File: src/rtl/dram_ctl.sv
module dram_ctl #(
  parameter int ROW_W      = 12,
  parameter int COL_W      = 10,
  parameter int DW         = 16,
  parameter int T_ASU      = 2,
  parameter int T_AH       = 2,
  parameter int T_RCD      = 4,
  parameter int T_CAS      = 3,
  parameter int T_RP       = 3,
  parameter int T_CSR      = 2,
  parameter int T_RASR     = 4,
  parameter int REF_PERIOD = 780
) (
  input  logic                   clk,
  input  logic                   rst_n,
  input  logic                   req_valid,
  output logic                   req_ready,
  input  logic                   req_write,
  input  logic [ROW_W+COL_W-1:0] req_addr,
  input  logic [1:0]             req_be,
  input  logic [DW-1:0]          req_wdata,
  output logic                   rd_valid,
  output logic [DW-1:0]          rd_data,
  output logic [ROW_W-1:0]       dram_addr,
  output logic                   dram_ras_n,
  output logic                   dram_ucas_n,
  output logic                   dram_lcas_n,
  output logic                   dram_we_n,
  output logic                   dram_oe_n,
  output logic [DW-1:0]          dram_dq_out,
  input  logic [DW-1:0]          dram_dq_in,
  output logic                   dram_dq_oe
);
  localparam int AW    = ROW_W + COL_W;
  localparam int L_COL = (T_RCD - T_AH > T_ASU) ? T_RCD - T_AH : T_ASU;
  localparam int L_CAS = (T_CAS > T_AH) ? T_CAS : T_AH;
  localparam int CW    = 8;
  localparam int RW    = $clog2(REF_PERIOD);

  typedef enum logic [2:0] {
    S_IDLE, S_ROW, S_RAS, S_COL, S_CAS, S_PRE, S_RCAS, S_RRAS
  } st_t;

  st_t            state;
  logic [CW-1:0]  cnt;
  logic [RW-1:0]  ref_cnt;
  logic           ref_pend;
  logic [AW-1:0]  addr_q;
  logic [1:0]     be_q;
  logic           wr_q;
  logic [DW-1:0]  wdata_q;
  logic           last;

  assign last = (cnt == '0);

  always_ff @(posedge clk) begin
    if (!rst_n) begin
      state    <= S_IDLE;
      cnt      <= '0;
      ref_cnt  <= '0;
      ref_pend <= 1'b0;
      addr_q   <= '0;
      be_q     <= '0;
      wr_q     <= 1'b0;
      wdata_q  <= '0;
      rd_valid <= 1'b0;
      rd_data  <= '0;
    end else begin
      rd_valid <= 1'b0;
      if (!last) cnt <= cnt - 1'b1;
      case (state)
        S_IDLE:
          if (ref_pend) begin
            ref_pend <= 1'b0;
            state    <= S_RCAS;
            cnt      <= CW'(T_CSR - 1);
          end else if (req_valid) begin
            addr_q  <= req_addr;
            be_q    <= req_be;
            wr_q    <= req_write;
            wdata_q <= req_wdata;
            state   <= S_ROW;
            cnt     <= CW'(T_ASU - 1);
          end
        S_ROW:  if (last) begin state <= S_RAS; cnt <= CW'(T_AH - 1);  end
        S_RAS:  if (last) begin state <= S_COL; cnt <= CW'(L_COL - 1); end
        S_COL:  if (last) begin state <= S_CAS; cnt <= CW'(L_CAS - 1); end
        S_CAS:
          if (last) begin
            if (!wr_q) begin
              rd_data  <= dram_dq_in;
              rd_valid <= 1'b1;
            end
            state <= S_PRE;
            cnt   <= CW'(T_RP - 1);
          end
        S_PRE:  if (last) state <= S_IDLE;
        S_RCAS: if (last) begin state <= S_RRAS; cnt <= CW'(T_RASR - 1); end
        S_RRAS: if (last) begin state <= S_PRE;  cnt <= CW'(T_RP - 1);   end
        default: state <= S_IDLE;
      endcase
      if (ref_cnt == RW'(REF_PERIOD - 1)) begin
        ref_cnt  <= '0;
        ref_pend <= 1'b1;
      end else begin
        ref_cnt <= ref_cnt + 1'b1;
      end
    end
  end

  logic col_ph, refr;
  assign col_ph = (state == S_COL) || (state == S_CAS);
  assign refr   = (state == S_RCAS) || (state == S_RRAS);

  assign req_ready   = (state == S_IDLE) && !ref_pend;
  assign dram_addr   = col_ph ? {{(ROW_W-COL_W){1'b0}}, addr_q[COL_W-1:0]}
                              : addr_q[AW-1:COL_W];
  assign dram_ras_n  = !((state == S_RAS) || col_ph || (state == S_RRAS));
  assign dram_ucas_n = !(((state == S_CAS) && be_q[1]) || refr);
  assign dram_lcas_n = !(((state == S_CAS) && be_q[0]) || refr);
  assign dram_we_n   = !(col_ph && wr_q);
  assign dram_oe_n   = !((state == S_CAS) && !wr_q);
  assign dram_dq_oe  = col_ph && wr_q;
  assign dram_dq_out = wdata_q;

  logic [CW-1:0] ras_hi_cnt;
  always_ff @(posedge clk) begin
    if (!rst_n) ras_hi_cnt <= CW'(T_RP);
    else if (!dram_ras_n) ras_hi_cnt <= '0;
    else if (ras_hi_cnt != '1) ras_hi_cnt <= ras_hi_cnt + 1'b1;
  end


  oe_we_excl_chk: assert property (@(posedge clk) disable iff (!rst_n)
    !dram_oe_n |-> dram_we_n);

  drive_on_write_chk: assert property (@(posedge clk) disable iff (!rst_n)
    dram_dq_oe |-> (!dram_we_n && dram_oe_n));

  cbr_order_chk: assert property (@(posedge clk) disable iff (!rst_n)
    (dram_ras_n && (!dram_ucas_n || !dram_lcas_n)) |->
      (!dram_ucas_n && !dram_lcas_n && dram_we_n));

  precharge_chk: assert property (@(posedge clk) disable iff (!rst_n)
    $fell(dram_ras_n) |-> (ras_hi_cnt >= CW'(T_RP)));

  accept_busy_chk: assert property (@(posedge clk) disable iff (!rst_n)
    (req_valid && req_ready) |=> !req_ready);

  rdv_pulse_chk: assert property (@(posedge clk) disable iff (!rst_n)
    rd_valid |=> !rd_valid);
endmodule

File: config.mk
export PLATFORM = sky130hd
export DESIGN_NAME = dram_ctl
export DESIGN_NICKNAME = d
export VERILOG_FILES = /design/src/rtl/dram_ctl.sv
export SDC_FILE = /design/constraint.sdc
export NUM_CORES = 1
export LEC_CHECK = 0
export BUFFER_PORTS_ARGS = -buffer_cell sky130_fd_sc_hd__buf_2
export CAP_MARGIN = 20
export CORE_MARGIN = 2
export CORE_UTILIZATION = 40
export CTS_CLUSTER_DIAMETER = 80
export DETAILED_ROUTE_END_ITERATION = 16
export GPL_ROUTABILITY_DRIVEN = 1
export HOLD_SLACK_MARGIN = 0.03
export PLACE_DENSITY_LB_ADDON = 0.05
export SLEW_MARGIN = 20
export SYNTH_ARGS = -nofsm -noshare
export SYNTH_HDL_FRONTEND = slang
export SYNTH_SLANG_ARGS = --single-unit
File: constraint.sdc
create_clock -name clk -period 2.6 [get_ports clk]
set_input_delay 0.39 -clock clk [delete_from_list [all_inputs] [get_ports clk]]
set_output_delay 0.39 -clock clk [all_outputs]
set_load 0.03 [all_outputs]
======== After elaboration in Yosys (flattened, before gate mapping) ========
Index checks and enable logic that the tools add are counted.
storage, ports and cells
  flip-flop bits (word level) ............. 80
  input port bits ......................... 60
  logic and storage cells ................. 79
operators by class
  $add $sub $neg .......................... 2
  equal/unequal tests ..................... 15
  multiplexer cells ....................... 20
  bitwise gates (word level) .............. 3
  reduce and logical (&&, ||, !) cells .... 29
operators by type and width
  cell                                               count
  2-to-1 mux 8 bit                                   6
  case mux 8 bit (4 select lines)                    1
  2-to-1 mux 3 bit                                   8
  case mux 3 bit (7 select lines)                    1
  == test 3 bit (second input constant)              4
  2-to-1 mux 12 bit                                  1
  adder 10 x 1 -> 10 bit (second input constant)     1
  == test 10 bit (second input constant)             1
  inequality test 2 bit (second input constant)      5
  AND reduction 3 bit                                3
  logical NOT 8 bit                                  1
  subtractor 8 x 1 -> 8 bit (second input constant)  1
  logical NOT 1 bit                                  7
  AND reduction 7 bit                                1
  == test 3 x 2 -> 1 bit (second input constant)     2
  logical OR 1 bit                                   6
  OR reduction 2 bit                                 3
  logical AND 1 bit                                  5
  == test 3 x 1 -> 1 bit (second input constant)     1
  logical NOT 3 bit                                  1
  2-to-1 mux 1 bit                                   3
  inequality test 3 bit (second input constant)      1
  NOT 1 bit                                          3
  OR reduction 3 bit                                 1
  2 further kinds                                    2

======== Longest topological paths before layout ========
Gate-level depths: netlist (run 1).
  word-level depth ........................ 5
  mapped depth ............................ 10
  depth with buffers taken out ............ 10

======== Least setup slack after synthesis (run 1) ========
No wires, ideal clock.
  kind .................................... register -> register
  from .................................... reg cnt[0]
  to ...................................... reg cnt[0]
  library setup time ...................... 71 ps
  arrival time ............................ 1785 ps
  required time ........................... 2529 ps
  setup slack ............................. 744 ps
  cell stages (with the launch flop) ...... 10
  buffers on the path ..................... 0
  period minus slack after synthesis ...... 1856 ps
  cells stage by stage .................... dfxtp_1 -> inv_1 -> ha_1 -> nor4b_2 -> and2_1 -> inv_1 -> ha_1 -> o311ai_0 -> o21ai_0 -> a21oi_1
on the way
  word-level cells in the longest chain between the ends .. 5
  elaborated cells between the ends (all ways) .. 9
RTL lines
  item                                                            RTL line  RTL
  start, declared                                                 45        logic [CW-1:0] cnt;
  start signal, assigned                                          70        if (!last) cnt <= cnt - 1'b1;
  start signal, assigned                                          76        cnt <= CW'(T_CSR - 1);
  start signal, assigned                                          83        cnt <= CW'(T_ASU - 1);
  subtractor 8 x 1 -> 8 bit or logical NOT 8 bit (tied branches)  70, 54
  2-to-1 mux 8 bit                                                70
  2-to-1 mux 8 bit                                                77        end else if (req_valid) begin
  2-to-1 mux 8 bit                                                73        if (ref_pend) begin
  case mux 8 bit (4 select lines) *                               71        case (state)
Mark *: on every way between the ends. The rest lies on a longest branch, timed or not.
A chain may end at the register's enable or synchronous reset.

======== Worst setup path in the final report (run 1) ========
  from .................................... reg state[2]
  to ...................................... out dram_addr[9]
on the way
  word-level cells in the longest chain between the ends .. 3
  elaborated cells between the ends (all ways) .. 4
RTL lines
  item                                                     RTL line  RTL
  start, declared                                          44        st_t state;
  start signal, assigned                                   58        state <= S_IDLE;
  start signal, assigned                                   75        state <= S_RCAS;
  start signal, assigned                                   82        state <= S_ROW;
  == test 3 x 2 -> 1 bit or == test 3 bit (tied branches)  112       assign col_ph = (state == S_COL) || (state == S_CAS);
  logical OR 1 bit *                                       112
  2-to-1 mux 12 bit *                                      116       assign dram_addr = col_ph ? {{(ROW_W-COL_W){1'b0}}, addr_q[COL_W-1:0]}
  end, declared                                            24        output logic [ROW_W-1:0] dram_addr,
Marked as above.

==> results.sh, run 1 <==
export IMPL_status="finished clean"
export IMPL_grt_max_degree=39
export IMPL_tns_ps=0
export IMPL_cts_hold_repair_buffers=0
export IMPL_clk_pin_slew_ps=80
export IMPL_min_to="rd_data[1]$_SDFFE_PN0P_"
export IMPL_max_stage_delay_ps=680
export IMPL_reg2reg_to="cnt[0]$_SDFF_PN0_"
export IMPL_reg2reg_slack_ps=370
export IMPL_via_count=2916
export IMPL_final_seq_area_mm2=0.00160
export IMPL_critPathSlowestCell="dfxtp_1"
export IMPL_holdWs_ps=272
export IMPL_yosysWarnings=0
export IMPL_hp_start="dram_dq_in[1]"
export IMPL_die_w_um=95.4
export IMPL_cts_buffer_depth=2
export IMPL_synthToLayoutAreaGrowth_pct=23.6
export IMPL_cts_made_buffers=9
export IMPL_rsz0062_at_grt="false"
export IMPL_synth_seq_area_share=0.479
export IMPL_n_fill_cell=814
export IMPL_coreArea_mm2=0.00818
export IMPL_syn_avg_cell_area_um2=8.57
export IMPL_slew_viol_final=0
export IMPL_wirelength_mm=7.70
export IMPL_timing_rr_start="cnt[0]$_SDFF_PN0_"
export IMPL_grt_pass1_vias=2559
export IMPL_power_leakage_uw=0.00192
export IMPL_synth_edf_count=0
export IMPL_startpoint_type="flop"
export IMPL_synth_top_area_cell="dfxtp_1"
export IMPL_end_kind="output pin"
export IMPL_synth_common_cells="nand2_1, dfxtp_1, a21oi_1"
export IMPL_hpwlAfterDp_mm=5.39
export IMPL_avgViaCountPerCell=4.81
export IMPL_finalCritPeriodShare=0.932
export IMPL_drive_above_1_share=0.305
export IMPL_cp_max_fo=17
export IMPL_period_needed_ps=2420
export IMPL_worst_ep_required_time_ps=2210
export IMPL_ioPinCount=112
export IMPL_critical_path_class="flop to output pin"
export IMPL_ys_flop_type="dfxtp_1"
export IMPL_fin_area_mm2=0.00413
export IMPL_first_pass_iters=4
export IMPL_max_freq_mhz=412
export IMPL_synth_top_area_frac=0.479
export IMPL_antenna_found_initial=1
export IMPL_worstPathArrival_ps=2030
export IMPL_yosysMostFrequentCell="nand2_1"
export IMPL_row_count=33
export IMPL_ant_nets=0
export IMPL_cts_tree="done"
export IMPL_grt_pass1_wl_mm=12.0
export IMPL_htreeDepth=3
export IMPL_clock_skew_ps=6.43
export IMPL_syn_inst=390
export IMPL_hp_class="input pin to flop"
export IMPL_setup_viol=0
export IMPL_grt_overflow=0
export IMPL_multi_input_area_mm2=0.00157
export IMPL_fp_dieH_um=95.4
export IMPL_n_antenna_cell=0
export IMPL_initial_utilization=0.409
export IMPL_yosysUniqueCellTypes=43
export IMPL_mappedNetlistNets=454
export IMPL_dpl_cell_area_mm2=0.00394
export IMPL_worst_pin_slew_ps=663
export IMPL_portBuffers=111
export IMPL_vdd_ir_drop_max_mv=0.411
export IMPL_rr_worst_depth=9
export IMPL_holdPathStages=3
export IMPL_cts_sinks=80
export IMPL_slew_headroom=0.557
export IMPL_nNetsFinal=560
export IMPL_gp_congestion=0.831
export IMPL_crit_chain="nand2_1 > o21ai_2 > buf_4 > mux2_2 > buf_2"
export IMPL_synth_area_mm2=0.00334
export IMPL_cts_setup_buffers=0
export IMPL_drtIter0Drc=96
export IMPL_cts_root_buf="clkbuf_8"
export IMPL_finalHoldViolations=0
export IMPL_wire_per_inst_um=12.7
export IMPL_max_cap_viol_count=0
export IMPL_dieArea_mm2=0.00910
export IMPL_synthTopCellsByArea="dfxtp_1, nand2_1, a21oi_1"
export IMPL_drc_errors=0
export IMPL_synth_seq_cells=80
export IMPL_track_usage=0.171
export IMPL_power_density_mw_per_mm2=945
export IMPL_synthArstFlopShare=0
export IMPL_insertion_delay_ps=350
## routing by layer
metal	GRT usage	wire, um	vias to the layer above
li1	-	-	1512
met1	0.213	3480	1320
met2	0.266	3680	72
met3	0.0680	458	10
met4	0.0643	71	2
met5	0	11	-
## worst max path at each step
stage,from,to,slack (ps),depth (start not counted)
floorplan,cnt[0]$_SDFF_PN0_,cnt[0]$_SDFF_PN0_,740,9
global placement,state[0]$_SDFFE_PN0P_,dram_addr[9],530,5
detailed placement,cnt[0]$_SDFF_PN0_,cnt[0]$_SDFF_PN0_,430,9
CTS,state[0]$_SDFFE_PN0P_,dram_addr[9],50,5
global route,state[2]$_SDFFE_PN0P_,dram_addr[9],20,5
finish,state[2]$_SDFFE_PN0P_,dram_addr[9],180,5
## metrics by stage
step / util / power [uW] / instances / worst slack, ps
2_1_floorplan: - / 2720 / 390 / 744
3_3_place_gp: 0.482 / 3020 / 590 / 530
3_5_place_dp: 0.482 / 3040 / 590 / 431
4_1_cts: 0.505 / 3940 / 606 / 54.3
5_1_grt: 0.505 / 4180 / 606 / 22.5
6_report: 0.505 / 3900 / 606 / 176
## logic make-up after synthesis
logic type      Yosys count  share of synthesized area
fa+ha+maj                 4                     0.0150
simple gates            169                      0.230
buf+inv                  32                     0.0521
xor+xnor                 12                     0.0315
mux                      26                     0.0816
compound gates           67                      0.111
flops                    80                      0.479
## critical path: cells and delay by family (launching register included)
| kind | cells | cell delay (ps) |
|---|---|---|
| flops | 1 | 680 |
| buf+inv | 2 | 420 |
| simple gates | 1 | 130 |
| compound gates | 1 | 90 |
| mux | 1 | 370 |
## sequential cells by signal, indices dropped and copies added (netlist names), 2 cells and up
signal / cells
state: 3
cnt: 8
rd_data: 16
be_q: 2
dram_dq_out: 16
ref_cnt: 10
addr_q: 22
## where the power goes
group	total [uW]	switching (uW)	internal (uW)	leakage, uW
logic	1420	870	547	0.00118
registers	1600	184	1410	0.000653
clock network	888	449	439	0.0000920
## cell usage in the layout (no fill, tap or decap), types with 2 or more instances in the layout
cell        count
a21oi_1        48
and2_1          3
and4_1          2
buf_2         111
buf_4           7
clkbuf_8        9
clkinv_2        3
clkinvlp_4      2
dfxtp_1        79
ha_1            4
inv_1           8
mux2_2         10
mux2i_1        16
nand2_1        98
nand3_1         4
nand4_1         5
nor2_1         39
nor2_2          2
nor2b_1         3
nor3_1          2
nor4_4          2
o21a_1          2
o21ai_0         8
xnor2_1         7
xor2_1          5
## cell type report
type / instances / share of cell area
multi-input cells: 278 / 0.379
well taps: 105 / 0.0318
clock buffers: 10 / 0.0309
clock inverters: 6 / 0.0145
inverters: 9 / 0.00818
flip-flops and latches: 80 / 0.388
repair buffers: 118 / 0.147
## what timing repair did
item,4_1_cts,5_1_grt
endpoints found under the setup margin,0,10
gates resized for setup,0,1
hold endpoints to repair,0,0
Note: power is estimated with default switching activity, not from simulation.
==> inputs of run 2 (changes only) <==
- CORE_ASPECT_RATIO: not set -> 0.75
==> results.sh, run 2 (same netlist as run 1, synthesis figures left out) <==
export IMPL_n_fill_cell=792
export IMPL_antenna_found_initial=0
export IMPL_cts_tree="done"
export IMPL_cp_max_fo=14
export IMPL_finalHoldViolations=0
export IMPL_max_cap_viol_count=0
export IMPL_hpwlAfterDp_mm=5.27
export IMPL_wirelength_mm=7.65
export IMPL_timing_rr_start="cnt[0]$_SDFF_PN0_"
export IMPL_cts_buffer_depth=2
export IMPL_nNetsFinal=558
export IMPL_worst_ep_required_time_ps=2210
export IMPL_gp_congestion=0.852
export IMPL_hp_class="input pin to flop"
export IMPL_period_needed_ps=2430
export IMPL_clock_skew_ps=7.57
export IMPL_wire_per_inst_um=12.7
export IMPL_power_leakage_uw=0.00194
export IMPL_n_antenna_cell=0
export IMPL_dieArea_mm2=0.00911
export IMPL_vdd_ir_drop_max_mv=0.469
export IMPL_ioPinCount=112
export IMPL_reg2reg_to="cnt[0]$_SDFF_PN0_"
export IMPL_worstPathArrival_ps=2040
export IMPL_row_count=28
export IMPL_setup_viol=0
export IMPL_portBuffers=111
export IMPL_end_kind="output pin"
export IMPL_min_to="addr_q[7]$_SDFFE_PN0P_"
export IMPL_grt_max_degree=42
export IMPL_holdPathStages=3
export IMPL_first_pass_iters=4
export IMPL_insertion_delay_ps=360
export IMPL_ant_nets=0
export IMPL_htreeDepth=3
export IMPL_cts_made_buffers=9
export IMPL_grt_overflow=0
export IMPL_hp_start="req_addr[7]"
export IMPL_top_register="addr_q"
export IMPL_track_usage=0.178
export IMPL_coreArea_mm2=0.00799
export IMPL_dp_cells=588
export IMPL_synthToLayoutAreaGrowth_pct=24.5
export IMPL_avgViaCountPerCell=4.78
export IMPL_drive_above_1_share=0.305
export IMPL_dpl_cell_area_mm2=0.00394
export IMPL_max_freq_mhz=412
export IMPL_grt_pass1_wl_mm=12.8
export IMPL_tns_ps=0
export IMPL_power_density_mw_per_mm2=960
export IMPL_cts_sinks=80
export IMPL_largest_register_ffs=22
export IMPL_finalCritPeriodShare=0.934
export IMPL_clk_pin_slew_ps=80
export IMPL_slew_viol_final=0
export IMPL_initial_utilization=0.418
export IMPL_grt_pass1_vias=2699
export IMPL_drtIter0Drc=108
export IMPL_rr_worst_depth=9
export IMPL_fin_area_mm2=0.00416
export IMPL_drc_errors=0
export IMPL_via_count=2885
export IMPL_final_common_cell="buf_2"
export IMPL_worst_pin_slew_ps=566
export IMPL_reg2reg_slack_ps=410
export IMPL_rsz0062_at_grt="false"
export IMPL_layout_cells_non_filler=604
export IMPL_final_cell_mix="buf_2, nand2_1, dfxtp_1"
export IMPL_cts_root_buf="clkbuf_8"
export IMPL_startpoint_type="flop"
export IMPL_slew_headroom=0.622
export IMPL_fp_dieH_um=83.1
export IMPL_status="finished clean"
export IMPL_cts_setup_buffers=0
export IMPL_critical_path_class="flop to output pin"
export IMPL_die_w_um=110
export IMPL_final_util=0.521
-- run 2: cell count changes in the layout (fill, tap and decap cells not counted) --
cell and delta:
buf_12 +1, buf_4 -3, bufinv_16 +1, clkbuf_1 -1, clkbuf_8 +1, clkinvlp_4 -1
-- run 2: metal layers --
metal | global-route usage | share of wire
met1 | 0.227 | 0.45
met2 | 0.263 | 0.45
met3 | 0.0879 | 0.085
met4 | 0.0518 | 0.016
met5 | 0 | 0
-- run 2: worst max-delay path by stage --
stage | start | endpoint | slack [ps] | depth (start not counted)
after floorplan | cnt[0]$_SDFF_PN0_ | cnt[0]$_SDFF_PN0_ | 740 | 9
after global placement | state[0]$_SDFFE_PN0P_ | dram_addr[9] | 530 | 5
after detailed placement | cnt[0]$_SDFF_PN0_ | cnt[0]$_SDFF_PN0_ | 430 | 9
after CTS | state[0]$_SDFFE_PN0P_ | dram_addr[5] | 30 | 5
after global routing | state[1]$_SDFFE_PN0P_ | dram_addr[6] | 50 | 5
final | state[1]$_SDFFE_PN0P_ | dram_addr[5] | 170 | 5
-- run 2: power breakdown --
group	total (uW)	internal [uW]	switching (uW)
logic	1390	532	854
registers	1590	1410	182
clock network	1010	562	449
total	3990	2510	1490
-- run 2: cell type report --
| cell class | count | area, um2 | area share |
|---|---|---|---|
| flip-flops and latches | 80 | 1600 | 0.385 |
| multi-input cells | 278 | 1570 | 0.376 |
| repair buffers | 116 | 606 | 0.146 |
| clock buffers | 10 | 138 | 0.0331 |
| well taps | 105 | 131 | 0.0316 |
| clock inverters | 6 | 82.6 | 0.0199 |
| inverters | 9 | 33.8 | 0.00812 |
-- run 2: timing repair --
action	in CTS	in global routing
resized for setup	0	1
endpoints found under the setup margin	0	10
hold buffers	0	0
-- run 2: per-stage QoR --
step	power, uW	hold slack (ps)	setup slack (ps)
global placement	3000	439	528
floorplan	2720	426	744
finish	3990	261	171
detailed placement	3020	443	425
global route	4290	237	47.6
CTS	4040	238	29.6
-- run 2: worst max-delay path, cell delays in order, from the launching register on --
cell and delay [ps]:
dfxtp_1 580, nand2_1 180, o21ai_2 140, buf_4 230
mux2_2 370, buf_2 180
